<file path="src/rtl/lift2_pkg.sv">
// Shared definitions for the two-landing lift sequencer.
// Assumes a one-hot state code; bit positions fix the state order.
package lift2_pkg;
    localparam int ST_W = 5;
    localparam int B_OPEN  = 0;
    localparam int B_DWELL = 1;
    localparam int B_SHUT  = 2;
    localparam int B_DOWN  = 3;
    localparam int B_UP    = 4;

    typedef logic [ST_W-1:0] st_vec_t;

    localparam st_vec_t ST_OPEN  = st_vec_t'(1) << B_OPEN;
    localparam st_vec_t ST_DWELL = st_vec_t'(1) << B_DWELL;
    localparam st_vec_t ST_SHUT  = st_vec_t'(1) << B_SHUT;
    localparam st_vec_t ST_DOWN  = st_vec_t'(1) << B_DOWN;
    localparam st_vec_t ST_UP    = st_vec_t'(1) << B_UP;

    typedef struct packed {
        logic call1;
        logic call2;
        logic go1;
        logic go2;
        logic lvl1;
        logic lvl2;
        logic near1;
        logic near2;
        logic dopen;
        logic dshut;
        logic tmo;
    } lift_in_t;
endpackage

</file>
<file path="src/rtl/lift2_req_term.sv">
// Departure request detector.
// Asserts when the doors are fully open and the other landing is requested.
// Assumes at most one presence sensor is meaningful while parked.
module lift2_req_term
    import lift2_pkg::*;
(
    input  lift_in_t in_i,
    output logic     req_o
);
    // Combine presence, buttons and door state into the request term.
    always_comb begin
        req_o = in_i.dopen &
                ((in_i.lvl1 & (in_i.call2 | in_i.go2)) |
                 (in_i.lvl2 & (in_i.call1 | in_i.go1)));
    end
endmodule

</file>
<file path="src/rtl/lift2_next.sv">
// Next-state logic for the one-hot sequencer.
// Any code that is not one of the five legal codes returns to the
// doors-opening phase.
module lift2_next
    import lift2_pkg::*;
(
    input  st_vec_t  cur_i,
    input  lift_in_t in_i,
    input  logic     req_i,
    output st_vec_t  nxt_o
);
    // Select the successor state from the current code and inputs.
    always_comb begin
        nxt_o = ST_OPEN;
        case (cur_i)
            ST_OPEN:  nxt_o = req_i ? ST_DWELL : ST_OPEN;
            ST_DWELL: nxt_o = in_i.tmo ? ST_SHUT : ST_DWELL;
            ST_SHUT: begin
                if (in_i.dshut && in_i.lvl2)      nxt_o = ST_DOWN;
                else if (in_i.dshut && in_i.lvl1) nxt_o = ST_UP;
                else                              nxt_o = ST_SHUT;
            end
            ST_DOWN:  nxt_o = in_i.lvl1 ? ST_OPEN : ST_DOWN;
            ST_UP:    nxt_o = in_i.lvl2 ? ST_OPEN : ST_UP;
            default:  nxt_o = ST_OPEN;
        endcase
    end
endmodule

</file>
<file path="src/rtl/lift2_out_dec.sv">
// Output decoder: state-only actions plus state-and-input actions.
// Decodes by exact code match, so an illegal code drives every output to 0.
module lift2_out_dec
    import lift2_pkg::*;
(
    input  st_vec_t  cur_i,
    input  lift_in_t in_i,
    input  logic     req_i,
    output logic     up_o,
    output logic     down_o,
    output logic     tstart_o,
    output logic     slow_o,
    output logic     open_o,
    output logic     close_o
);
    logic in_open, in_shut, in_down, in_up;

    // Exact-match state decode.
    always_comb begin
        in_open = (cur_i == ST_OPEN);
        in_shut = (cur_i == ST_SHUT);
        in_down = (cur_i == ST_DOWN);
        in_up   = (cur_i == ST_UP);
    end

    // Form each output action from its state and output condition.
    always_comb begin
        up_o     = in_up;
        down_o   = in_down;
        slow_o   = (in_down & in_i.near1) | (in_up & in_i.near2);
        tstart_o = in_open & req_i;
        open_o   = in_open & ~in_i.dopen;
        close_o  = in_shut & ~in_i.dshut & (in_i.lvl1 | in_i.lvl2);
    end
endmodule

</file>
<file path="src/rtl/lift2_state_reg.sv">
// State register with synchronous active-low reset.
// Assumes RST_VAL is a legal state code.
module lift2_state_reg #(
    parameter int              W       = 5,
    parameter logic [W-1:0]    RST_VAL = '0
) (
    input  logic         clk,
    input  logic         rst_n,
    input  logic [W-1:0] d_i,
    output logic [W-1:0] q_o
);
    // Load the next state, or the reset code when reset is low.
    always_ff @(posedge clk) begin
        if (!rst_n) q_o <= RST_VAL;
        else        q_o <= d_i;
    end
endmodule

</file>
<file path="src/rtl/lift2_ctrl.sv">
// Top of the two-landing lift sequencer.
// Packs the inputs, holds the one-hot state and decodes the outputs.
// Assumes external logic provides the timer, the hoist and door drives, and the interlocks.
module lift2_ctrl
    import lift2_pkg::*;
(
    input  logic clk,
    input  logic rst_n,
    input  logic hall_call_1,
    input  logic hall_call_2,
    input  logic car_go_1,
    input  logic car_go_2,
    input  logic at_floor_1,
    input  logic at_floor_2,
    input  logic near_floor_1,
    input  logic near_floor_2,
    input  logic door_open_done,
    input  logic door_shut_done,
    input  logic wait_expired,
    output logic motor_up,
    output logic motor_down,
    output logic timer_start,
    output logic slow_down,
    output logic door_open_cmd,
    output logic door_close_cmd
);
    lift_in_t in_s;
    st_vec_t  cur_s, nxt_s;
    logic     req_s;

    // Gather the inputs into one record.
    always_comb begin
        in_s = '{call1: hall_call_1, call2: hall_call_2,
                 go1: car_go_1, go2: car_go_2,
                 lvl1: at_floor_1, lvl2: at_floor_2,
                 near1: near_floor_1, near2: near_floor_2,
                 dopen: door_open_done, dshut: door_shut_done,
                 tmo: wait_expired};
    end

    lift2_req_term req_i (.in_i(in_s), .req_o(req_s));

    lift2_next nxt_i (.cur_i(cur_s), .in_i(in_s), .req_i(req_s), .nxt_o(nxt_s));

    lift2_state_reg #(.W(ST_W), .RST_VAL(ST_OPEN)) st_i (
        .clk(clk), .rst_n(rst_n), .d_i(nxt_s), .q_o(cur_s)
    );

    lift2_out_dec dec_i (
        .cur_i(cur_s), .in_i(in_s), .req_i(req_s),
        .up_o(motor_up), .down_o(motor_down), .tstart_o(timer_start),
        .slow_o(slow_down), .open_o(door_open_cmd), .close_o(door_close_cmd)
    );
endmodule

</file>
<file path="config.mk">
export PLATFORM = sky130hd
export DESIGN_NAME = lift2_ctrl
export DESIGN_NICKNAME = d
export VERILOG_FILES = /design/src/rtl/lift2_pkg.sv /design/src/rtl/lift2_req_term.sv /design/src/rtl/lift2_next.sv /design/src/rtl/lift2_out_dec.sv /design/src/rtl/lift2_state_reg.sv /design/src/rtl/lift2_ctrl.sv
export SDC_FILE = /design/constraint.sdc
export NUM_CORES = 1
export LEC_CHECK = 0
export ABC_AREA = 1
export BUFFER_PORTS_ARGS = -buffer_cell sky130_fd_sc_hd__buf_2
export CAP_MARGIN = 10
export CORE_AREA = 3 3 40 42
export CTS_CLUSTER_DIAMETER = 50
export DETAILED_ROUTE_END_ITERATION = 16
export DIE_AREA = 0 0 43 45
export GPL_TIMING_DRIVEN = 0
export PLACE_DENSITY = 0.47
export SYNTH_ARGS = -nofsm -noshare
export SYNTH_HDL_FRONTEND = slang
export SYNTH_SLANG_ARGS = --single-unit
</file>
<file path="constraint.sdc">
create_clock -name clk -period 3.09 [get_ports clk]
set_clock_uncertainty 0.1 [all_clocks]
set_input_delay 0.618 -clock clk [delete_from_list [all_inputs] [get_ports clk]]
set_output_delay 0.618 -clock clk [all_outputs]
set_load 0.005 [all_outputs]
</file>
==> summary.txt, run 1 <==
Drt
  • Drt total wl: 824 um
  • DR vias: 396
  • WL/cell: 8.96 um
  • Initial DRC count: 2
  • Drt via density: 4.30
  • Routed Antenna Nets: 0
  • DRC: 0
  • Drt first pass iters: 3

Worst setup path
  • CP Capture Point: door_close_cmd
  • WS Path Type: register to output port
  • Data arrival, critical path: 1.26 ns
  • WP data required: 2.37 ns
  • Startpoint Class: register
  • Reg-to-Reg Start: st_i.q_o[0]
  • Depth of the worst register-to-register path: 6
  • Worst-path fanout max: 4
  • CP Capture Type: output port
  • R2r setup slk: 1.91 ns
  • Critical R2R Capture: st_i.q_o[0]
  • CP startpoint: st_i.q_o[0]

Clock tree
  • Latest clock arrival within the worst-skew pair: 0.24 ns
  • CTS H-tree lvls: 1
  • CTS resizes: 0
  • Clock Pin Slew Worst Setup and Hold Paths: 0.04 ns
  • Setup bufs post-CTS: 0
  • TritonCTS Sinks: 5
  • Clk root buf: clkbuf_4
  • Post-CTS Hold Fix Bufs: 0
  • Number of CTS-inserted buffers: 3
  • Clock buffer depth: 2
  • CTS tree: done

Global routing
  • Global route overflow: 0
  • Global-route wire length before repair: 1350 um
  • Initial antenna violation count: 0
  • Pin count of the biggest net entering global routing: 6
  • Vias in the first global route: 347
  • GR Util All Layers: 0.0941

Final layout
  • Layout Nets: 91
  • Area grow syn2layout: 40.6%
  • Max FFs per register: 5
  • Largest registers: st_i.q_o x5
  • Most flops, register: st_i.q_o
  • Share of layout cells above drive strength 1: 0.299
  • Diode count: 0

Yosys
  • Synth unique cells: 13
  • Cell taking the most area after synthesis: dfxtp_1
  • Synth Instances: 55
  • Post-synthesis compound-gate area fraction: 0.169
  • Largest family of logic cells by synthesized area: simple AND/OR/NAND/NOR gates
  • Xor/xnor share of the synthesized area: 0
  • Seq cells post-synth: 5
  • Synth top area cells: dfxtp_1 (30%), inv_1 (11%), nor2_1 (11%), nand3_1 (11%), nand2_1 (7.9%)
  • Synth Area in Adders: 0
  • Mapped Avg Cell Area: 6.05 um^2
  • Syn Nets: 68
  • Share of the synthesized area in the top cell type: 0.301
  • Area of the mapped netlist: 333 um^2
  • Sequential element share of the synthesized area: 0.301
  • Ys Warns: 0
  • Synth Area in Simple Gates: 0.406
  • Mux cell area share after synthesis: 0

Pwr
  • Int Pwr: 0.131 mW
  • Pwr dens: 372 nW/um^2
  • VDD IR max: 0.000131 V
  • Reg power frac: 0.397
  • Clock Power Share: 0.419
  • Switch Pwr: 0.0437 mW
  • Switching Fraction: 0.251
  • Comb power frac: 0.185
  • Design Power: 0.174 mW
  • Leak: 0.258 nW

STA
  • Final hold viol count: 0
  • Setup TNS: 0 ns
  • Slew HR: 0.878
  • Setup violators final: 0
  • Slew Viols, Final: 0
  • RSZ-0062 raised after global routing: false
  • Fmax: 505 MHz
  • Worst Max-Slew Pin Slew: 0.182 ns
  • Period utilisation layout: 0.641
  • Crit path time final: 1.98 ns

Job
  • Max-Cap Viols: 0

Placement
  • Final HPWL DP: 706 um
  • RD Place Congestion: 0.711
  • Port Buf Inserts: 18

Floorplan
  • Initial core utilization: 0.259
  • Site row count: 13
  • Core area: 1280 um^2
  • Die X: 43 um
  • Number of I/O pins: 19
  • Die area: 1940 um^2
  • Die height: 45 um

Hold path
  • Type of the worst min-delay path: register to register

Outcome
  • Status: completed
-- critical path, cell delays in order, from the launching register on --
cell and delay [ns]:
dfxtp_1 0.31, nor2_1 0.18, nand3_1 0.18, a211oi_1 0.21
buf_2 0.15
-- layout by cell type (no fill, tap or decap) --
cell / instances
clkbuf_4: 3
nand3_1: 7
nor2_4: 1
nand2_1: 7
buf_2: 18
inv_1: 10
or2_1: 1
nor2_1: 10
a22o_1: 1
a21oi_1: 5
a211oi_1: 1
o21ai_0: 3
nand4_1: 3
clkbuf_1: 1
inv_2: 1
dfxtp_1: 5
-- per-layer routing --
metal / GRT usage / vias up / wire length, um
li1: - / 222 / -
met1: 0.111 / 158 / 384
met2: 0.141 / 14 / 372
met3: 0.0199 / 2 / 55
met4: 0.0904 / 0 / 11
met5: 0 / - / 0
-- cells in the mapped netlist --
master     n
nand3_1    7
inv_1     10
a21oi_1    5
nand2_1    7
a211oi_1   1
nor2_1    10
o21ai_0    3
inv_2      1
nand4_1    3
nor2_4     1
dfxtp_1    5
or2_1      1
a22o_1     1
-- cell families (layout without fill, tap and decap cells) --
group / Yosys count / in the layout
compound gates: 10 / 10
flops: 5 / 5
simple gates: 29 / 29
buf+inv: 11 / 33
-- power by group through the flow --
stage,Sequential [mW],Combinational [mW],Clock [mW]
final,0.0691,0.0322,0.0729
after global routing,0.0695,0.0371,0.0799
after CTS,0.0692,0.0324,0.0745
after detailed placement,0.0703,0.0322,0
after global placement,0.0703,0.0325,0
after floorplan,0.0700,0.0176,0
-- final cells by class --
class	count	area [um^2]
Clock buffer	4	26.3
Fill cell	141	817
Inverter	11	41.3
Multi-Input combinational cell	39	191
Sequential cell	5	100
Tap cell	15	18.8
Timing Repair Buffer	18	90.1
-- how the worst min path moves through the flow --
stage | from | end | cells past startpoint
CTS | st_i.q_o[0] | st_i.q_o[2] | 3
floorplan | st_i.q_o[0] | st_i.q_o[2] | 3
detailed placement | st_i.q_o[0] | st_i.q_o[2] | 3
global placement | st_i.q_o[0] | st_i.q_o[2] | 3
global route | st_i.q_o[0] | st_i.q_o[2] | 3
finish | st_i.q_o[0] | st_i.q_o[2] | 3
-- stage by stage --
stage / hold slack [ns] / utilization / setup slack (ns) / instances / instance area (um^2)
6_report: 0.485 / 0.364 / 1.11 / 92 / 468
5_1_grt: 0.551 / 0.364 / 0.942 / 92 / 468
4_1_cts: 0.486 / 0.364 / 1.10 / 92 / 468
3_5_place_dp: 0.481 / 0.344 / 1.15 / 88 / 442
3_3_place_gp: 0.481 / 0.344 / 1.15 / 88 / 442
2_1_floorplan: 0.438 / - / 1.40 / 55 / 333
Note: power is estimated with default switching activity, not from simulation.
==> inputs of run 2 (changes only) <==
--- a/config.mk
+++ b/config.mk
@@ -13,7 +13,7 @@
 export DETAILED_ROUTE_END_ITERATION = 16
 export DIE_AREA = 0 0 43 45
 export GPL_TIMING_DRIVEN = 0
-export PLACE_DENSITY = 0.47
+export PLACE_DENSITY = 0.49
 export SYNTH_ARGS = -nofsm -noshare
 export SYNTH_HDL_FRONTEND = slang
 export SYNTH_SLANG_ARGS = --single-unit
==> constraint.sdc (replaced) <==
create_clock -name clk -period 1.63 [get_ports clk]
set_clock_uncertainty 0.1 [all_clocks]
set_input_delay 0.326 -clock clk [delete_from_list [all_inputs] [get_ports clk]]
set_output_delay 0.326 -clock clk [all_outputs]
set_load 0.005 [all_outputs]
==> run 2 against run 1 <==
Effect of this change: utilization rose by 5.3 points; critical path depth grew 1; via count is 9.1% higher; wire length increased by 13%; global-route usage is the same; hold slack worse by 0.20 ns; largest cell class unchanged; non-clock buffer count rose by 4; die area unchanged; total power rose by 110%.
==> summary.txt, run 2 (synthesis gave the netlist of run 1 again) <==
Outcome
  • Status: completed

Drt
  • Initial DRC count: 10
  • Drt first pass iters: 3
  • Drt total wl: 929 um
  • DR vias: 432
  • Routed Antenna Nets: 0
  • WL/cell: 9.68 um
  • Drt via density: 4.50
  • DRC: 0

Placement
  • Inst Count DP: 88
  • Final HPWL DP: 702 um
  • Placed Area: 442 um^2
  • Place WS: 0.200 ns
  • RD Place Congestion: 0.721
  • Port Buf Inserts: 18

Pwr
  • Design Power: 0.359 mW
  • Pwr dens: 671 nW/um^2
  • VDD IR max: 0.000208 V
  • Leak: 0.280 nW

Floorplan
  • Site row count: 13
  • Initial core utilization: 0.259
  • Number of I/O pins: 19
  • Die height: 45 um
  • Die area: 1940 um^2
  • Core area: 1280 um^2
  • Die X: 43 um

STA
  • Fmax: 618 MHz
  • Period utilisation layout: 0.993
  • Final setup slack of the worst path: 0.0115 ns
  • Worst Max-Slew Pin Slew: 0.152 ns
  • Final hold viol count: 0
  • Crit path time final: 1.62 ns
  • Slew HR: 0.898
  • Setup violators final: 0
  • Slew Viols, Final: 0
  • RSZ-0062 raised after global routing: true

Worst setup path
  • Startpoint Class: register
  • Slowest cell delay on critical path: 0.35 ns
  • CP cell instances: nor2_4 -> nand4_1 -> buf_4 -> nor2_2 -> buf_2
  • Data arrival, critical path: 1.19 ns
  • Critical R2R Capture: st_i.q_o[0]
  • WP data required: 1.20 ns
  • CP Capture Type: output port
  • Reg-to-Reg Start: st_i.q_o[2]
  • CP Capture Point: door_open_cmd
  • Crit-path slowest cell: dfxtp_4
  • CP startpoint: st_i.q_o[2]
  • WS Path Type: register to output port
  • R2r setup slk: 0.29 ns
  • Depth of the worst register-to-register path: 8
  • Worst-path fanout max: 4

Global routing
  • Vias in the first global route: 341
  • Initial antenna violation count: 0
  • GR Util All Layers: 0.0941
  • Global route overflow: 0
  • Global-route wire length before repair: 1320 um
  • Pin count of the biggest net entering global routing: 6

Clock tree
  • Number of CTS-inserted buffers: 3
  • CTS tree: done
  • Clock buffer depth: 2
  • Clk root buf: clkbuf_4
  • TritonCTS Sinks: 5
  • Clock Pin Slew Worst Setup and Hold Paths: 0.04 ns
  • CTS H-tree lvls: 1
  • Post-CTS Hold Fix Bufs: 0
  • Latest clock arrival within the worst-skew pair: 0.24 ns

Job
  • Max-Cap Viols: 0

Final layout
  • Area grow syn2layout: 60.9%
  • Share of layout cells above drive strength 1: 0.457
  • Finished Layout Cells: 96
  • Fin area: 536 um^2
  • Largest registers: st_i.q_o x5
  • Diode count: 0
  • Most common cell after layout, fill and taps aside: buf_2
  • Layout Nets: 95
  • Most frequent cells in the layout: buf_2 (18), inv_1 (9), nand2_1 (7), nor2_1 (7), a21oi_1 (5)
  • Most flops, register: st_i.q_o
  • Max FFs per register: 5

Hold path
  • Type of the worst min-delay path: input pin to register
## run 2: changes by cell type in the layout (fill, tap and decap cells not counted), moves of 2 or more
cell     delta
buf_4       +4
dfxtp_1     -2
nand3_1     -3
nand3_2     +3
nor2_1      -3
nor2_2      +2
## run 2: worst min path at each step
stage	from	end	slack, ns	depth (start not counted)
after CTS	rst_n	st_i.q_o[3]	0.28	3
final	rst_n	st_i.q_o[3]	0.28	3
after floorplan	at_floor_1	st_i.q_o[4]	0.39	2
after global placement	st_i.q_o[0]	st_i.q_o[2]	0.48	3
after detailed placement	st_i.q_o[0]	st_i.q_o[2]	0.48	3
after global routing	rst_n	st_i.q_o[3]	0.31	3
## run 2: per-layer routing
layer / GRT usage / vias up / routed length [um]
met5: 0 / - / 0
li1: - / 232 / -
met2: 0.132 / 12 / 455
met4: 0.108 / 0 / 0
met3: 0 / 0 / 53
met1: 0.123 / 188 / 421
## run 2: repair_timing
action,CTS,global route
hold endpoints to repair,0,0
cloned,0,0
setup endpoints to repair,3,4
setup buffers,2,2
pin swaps,1,1
resized for setup,6,6
## run 2: metrics by stage
stage	util	hold slack (ns)	setup TNS, ns
floorplan	-	0.389	0
global placement	0.344	0.483	0
detailed placement	0.344	0.482	0
CTS	0.391	0.278	0
global route	0.417	0.305	-0.140
finish	0.417	0.281	0
## run 2: worst max-delay path, delay by kind of cell (launching register included)
| kind | cells | cell delay (ns) |
|---|---|---|
| buffers and inverters | 2 | 0.28 |
| flip-flops | 1 | 0.35 |
| AND/OR/NAND/NOR | 3 | 0.32 |
## run 2: power by group
part | switching (mW) | internal, mW | total, mW
clock | 0.0453 | 0.0922 | 0.137
combinational | 0.0439 | 0.0456 | 0.0895
sequential | 0.00566 | 0.127 | 0.132
## run 2: area by class of cell
class	count	area, um^2
fillers	154	749
repair buffers	22	120
well taps	15	18.8
flip-flops and latches	5	105
clock buffers	4	26.3
multi-input cells	39	224
inverters	11	41.3
==> inputs of run 3 (changes only) <==
--- a/config.mk
+++ b/config.mk
@@ -8,12 +8,15 @@
 export ABC_AREA = 1
 export BUFFER_PORTS_ARGS = -buffer_cell sky130_fd_sc_hd__buf_2
 export CAP_MARGIN = 10
-export CORE_AREA = 3 3 40 42
+export CELL_PAD_IN_SITES_DETAIL_PLACEMENT = 1
+export CELL_PAD_IN_SITES_GLOBAL_PLACEMENT = 2
+export CORE_MARGIN = 3
+export CORE_UTILIZATION = 16
 export CTS_CLUSTER_DIAMETER = 50
 export DETAILED_ROUTE_END_ITERATION = 16
-export DIE_AREA = 0 0 43 45
 export GPL_TIMING_DRIVEN = 0
-export PLACE_DENSITY = 0.49
+export PLACE_DENSITY = 0.64
 export SYNTH_ARGS = -nofsm -noshare
 export SYNTH_HDL_FRONTEND = slang
 export SYNTH_SLANG_ARGS = --single-unit
+export TNS_END_PERCENT = 30
==> run 3 against run 2 <==
Effect of this change: the run now ends with negative setup slack left; via count up 2.8%; sequential share of layout area down 0.62 points; total power up 2.1%; wire length up 17%; fmax down 0.71%.
==> summary.txt, run 3 (synthesis gave the netlist of run 1 again) <==
Outcome
  • Status: finished, violations left
  • Failing checks: negative setup slack

Global routing
  • GR Util All Layers: 0.0802
  • Global-route wire length before repair: 1660 um
  • Vias in the first global route: 431
  • Initial antenna violation count: 0
  • Pin count of the biggest net entering global routing: 6
  • Global route overflow: 0

Drt
  • Routed Antenna Nets: 0
  • Initial DRC count: 1
  • WL/cell: 10.1 um
  • DR vias: 444
  • Drt total wl: 1080 um
  • Drt via density: 4.15
  • Drt first pass iters: 4
  • DRC: 0

Final layout
  • Finished Layout Cells: 107
  • Most frequent cells in the layout: buf_2 (18), inv_1 (9), nor2_1 (9), nand2_1 (6)
  • Largest registers: st_i.q_o x5
  • Diode count: 0
  • Area grow syn2layout: 66.2%
  • Most flops, register: st_i.q_o
  • Max FFs per register: 5
  • Most common cell after layout, fill and taps aside: buf_2
  • Share of layout cells above drive strength 1: 0.451
  • Layout Nets: 96

STA
  • Final setup slack of the worst path: -0.0000804 ns
  • Slew Viols, Final: 0
  • Period utilisation layout: 1.00
  • Worst Max-Slew Pin Slew: 0.157 ns
  • Final hold viol count: 0
  • Crit path time final: 1.63 ns
  • RSZ-0062 raised after global routing: true
  • Setup violators final: 1
  • Fmax: 613 MHz
  • Setup TNS: -0.0000804 ns
  • Slew HR: 0.895

Clock tree
  • Clock Pin Slew Worst Setup and Hold Paths: 0.05 ns
  • CTS tree: done
  • TritonCTS Sinks: 5
  • CTS H-tree lvls: 1
  • Clk root buf: clkbuf_4
  • Latest clock arrival within the worst-skew pair: 0.23 ns
  • Number of CTS-inserted buffers: 3
  • Clock buffer depth: 2

Placement
  • Port Buf Inserts: 18
  • RD Place Congestion: 0.741
  • Inst Count DP: 98
  • Place WS: 0.142 ns
  • Final HPWL DP: 877 um

Floorplan
  • Die area: 2660 um^2
  • Core area: 1840 um^2
  • Initial core utilization: 0.181
  • Site row count: 15
  • Die height: 51.6 um
  • Die X: 51.6 um
  • Number of I/O pins: 19

Job
  • Max-Cap Viols: 0

Worst setup path
  • Slowest cell delay on critical path: 0.35 ns
  • Worst-path fanout max: 3
  • CP Capture Point: door_open_cmd
  • Data arrival, critical path: 1.20 ns
  • Reg-to-Reg Start: st_i.q_o[3]
  • CP cell instances: nor2_4 -> nand4_1 -> buf_4 -> nor2_1 -> buf_2
  • Crit-path slowest cell: dfxtp_4
  • R2r setup slk: 0.15 ns
  • Critical R2R Capture: st_i.q_o[0]
  • WS Path Type: register to output port
  • CP Capture Type: output port
  • Startpoint Class: register
  • WP data required: 1.20 ns
  • CP startpoint: st_i.q_o[3]
  • Depth of the worst register-to-register path: 9

Hold path
  • Type of the worst min-delay path: input pin to register

Pwr
  • Clock Power Share: 0.380
  • Switch Pwr: 0.0985 mW
  • Int Pwr: 0.269 mW
  • Pwr dens: 664 nW/um^2
  • Switching Fraction: 0.268
  • Design Power: 0.367 mW
  • Comb power frac: 0.260
  • VDD IR max: 0.000172 V
  • Leak: 0.285 nW
  • Reg power frac: 0.360
## run 3: metal layers
| metal | GRT usage | wire (um) |
|---|---|---|
| met1 | 0.102 | 543 |
| met3 | 0 | 48 |
| met4 | 0.0262 | 19 |
| met5 | 0 | 0 |
| met2 | 0.146 | 471 |
## run 3: power groups by stage
stage	Clock (mW)	Sequential, mW	Combinational, mW
final	0.140	0.132	0.0954
after global routing	0.146	0.132	0.108
after CTS	0.143	0.134	0.0934
after detailed placement	0	0.133	0.0632
after global placement	0	0.133	0.0634
after floorplan	0	0.133	0.0334
## run 3: worst min path at each step
stage / from / endpoint / slack, ns / cells past startpoint
after CTS: rst_n / st_i.q_o[3] / 0.29 / 3
after floorplan: at_floor_1 / st_i.q_o[4] / 0.39 / 2
after global placement: st_i.q_o[1] / st_i.q_o[2] / 0.50 / 4
after detailed placement: st_i.q_o[0] / st_i.q_o[2] / 0.50 / 3
after global routing: wait_expired / st_i.q_o[1] / 0.30 / 3
final: wait_expired / st_i.q_o[1] / 0.28 / 3
## run 3: worst max-delay path: cells and delay by family, from the launching register on
family / cells / cell delay (ns)
flops: 1 / 0.35
simple gates: 3 / 0.34
buf+inv: 2 / 0.29
## run 3: cell type report
class                           instances  area, um^2
Clock buffer                            4        26.3
Multi-Input combinational cell         39         221
Inverter                               11        41.3
Timing Repair Buffer                   23         128
Fill cell                             254        1290
Sequential cell                         5         105
Tap cell                               25        31.3
## run 3: repair_timing
action,in CTS,in global routing
hold buffers,0,0
gates resized for setup,8,3
setup buffers,5,1
pin swaps,1,3
endpoints found under the hold margin,0,0
setup endpoints to repair,3,4
## run 3: per-stage QoR
step | util | instance area, um^2 | hold WS [ns]
4_1_cts | 0.298 | 548 | 0.286
5_1_grt | 0.301 | 553 | 0.301
3_5_place_dp | 0.247 | 454 | 0.500
2_1_floorplan | - | 333 | 0.389
3_3_place_gp | 0.247 | 454 | 0.503
6_report | 0.301 | 553 | 0.278
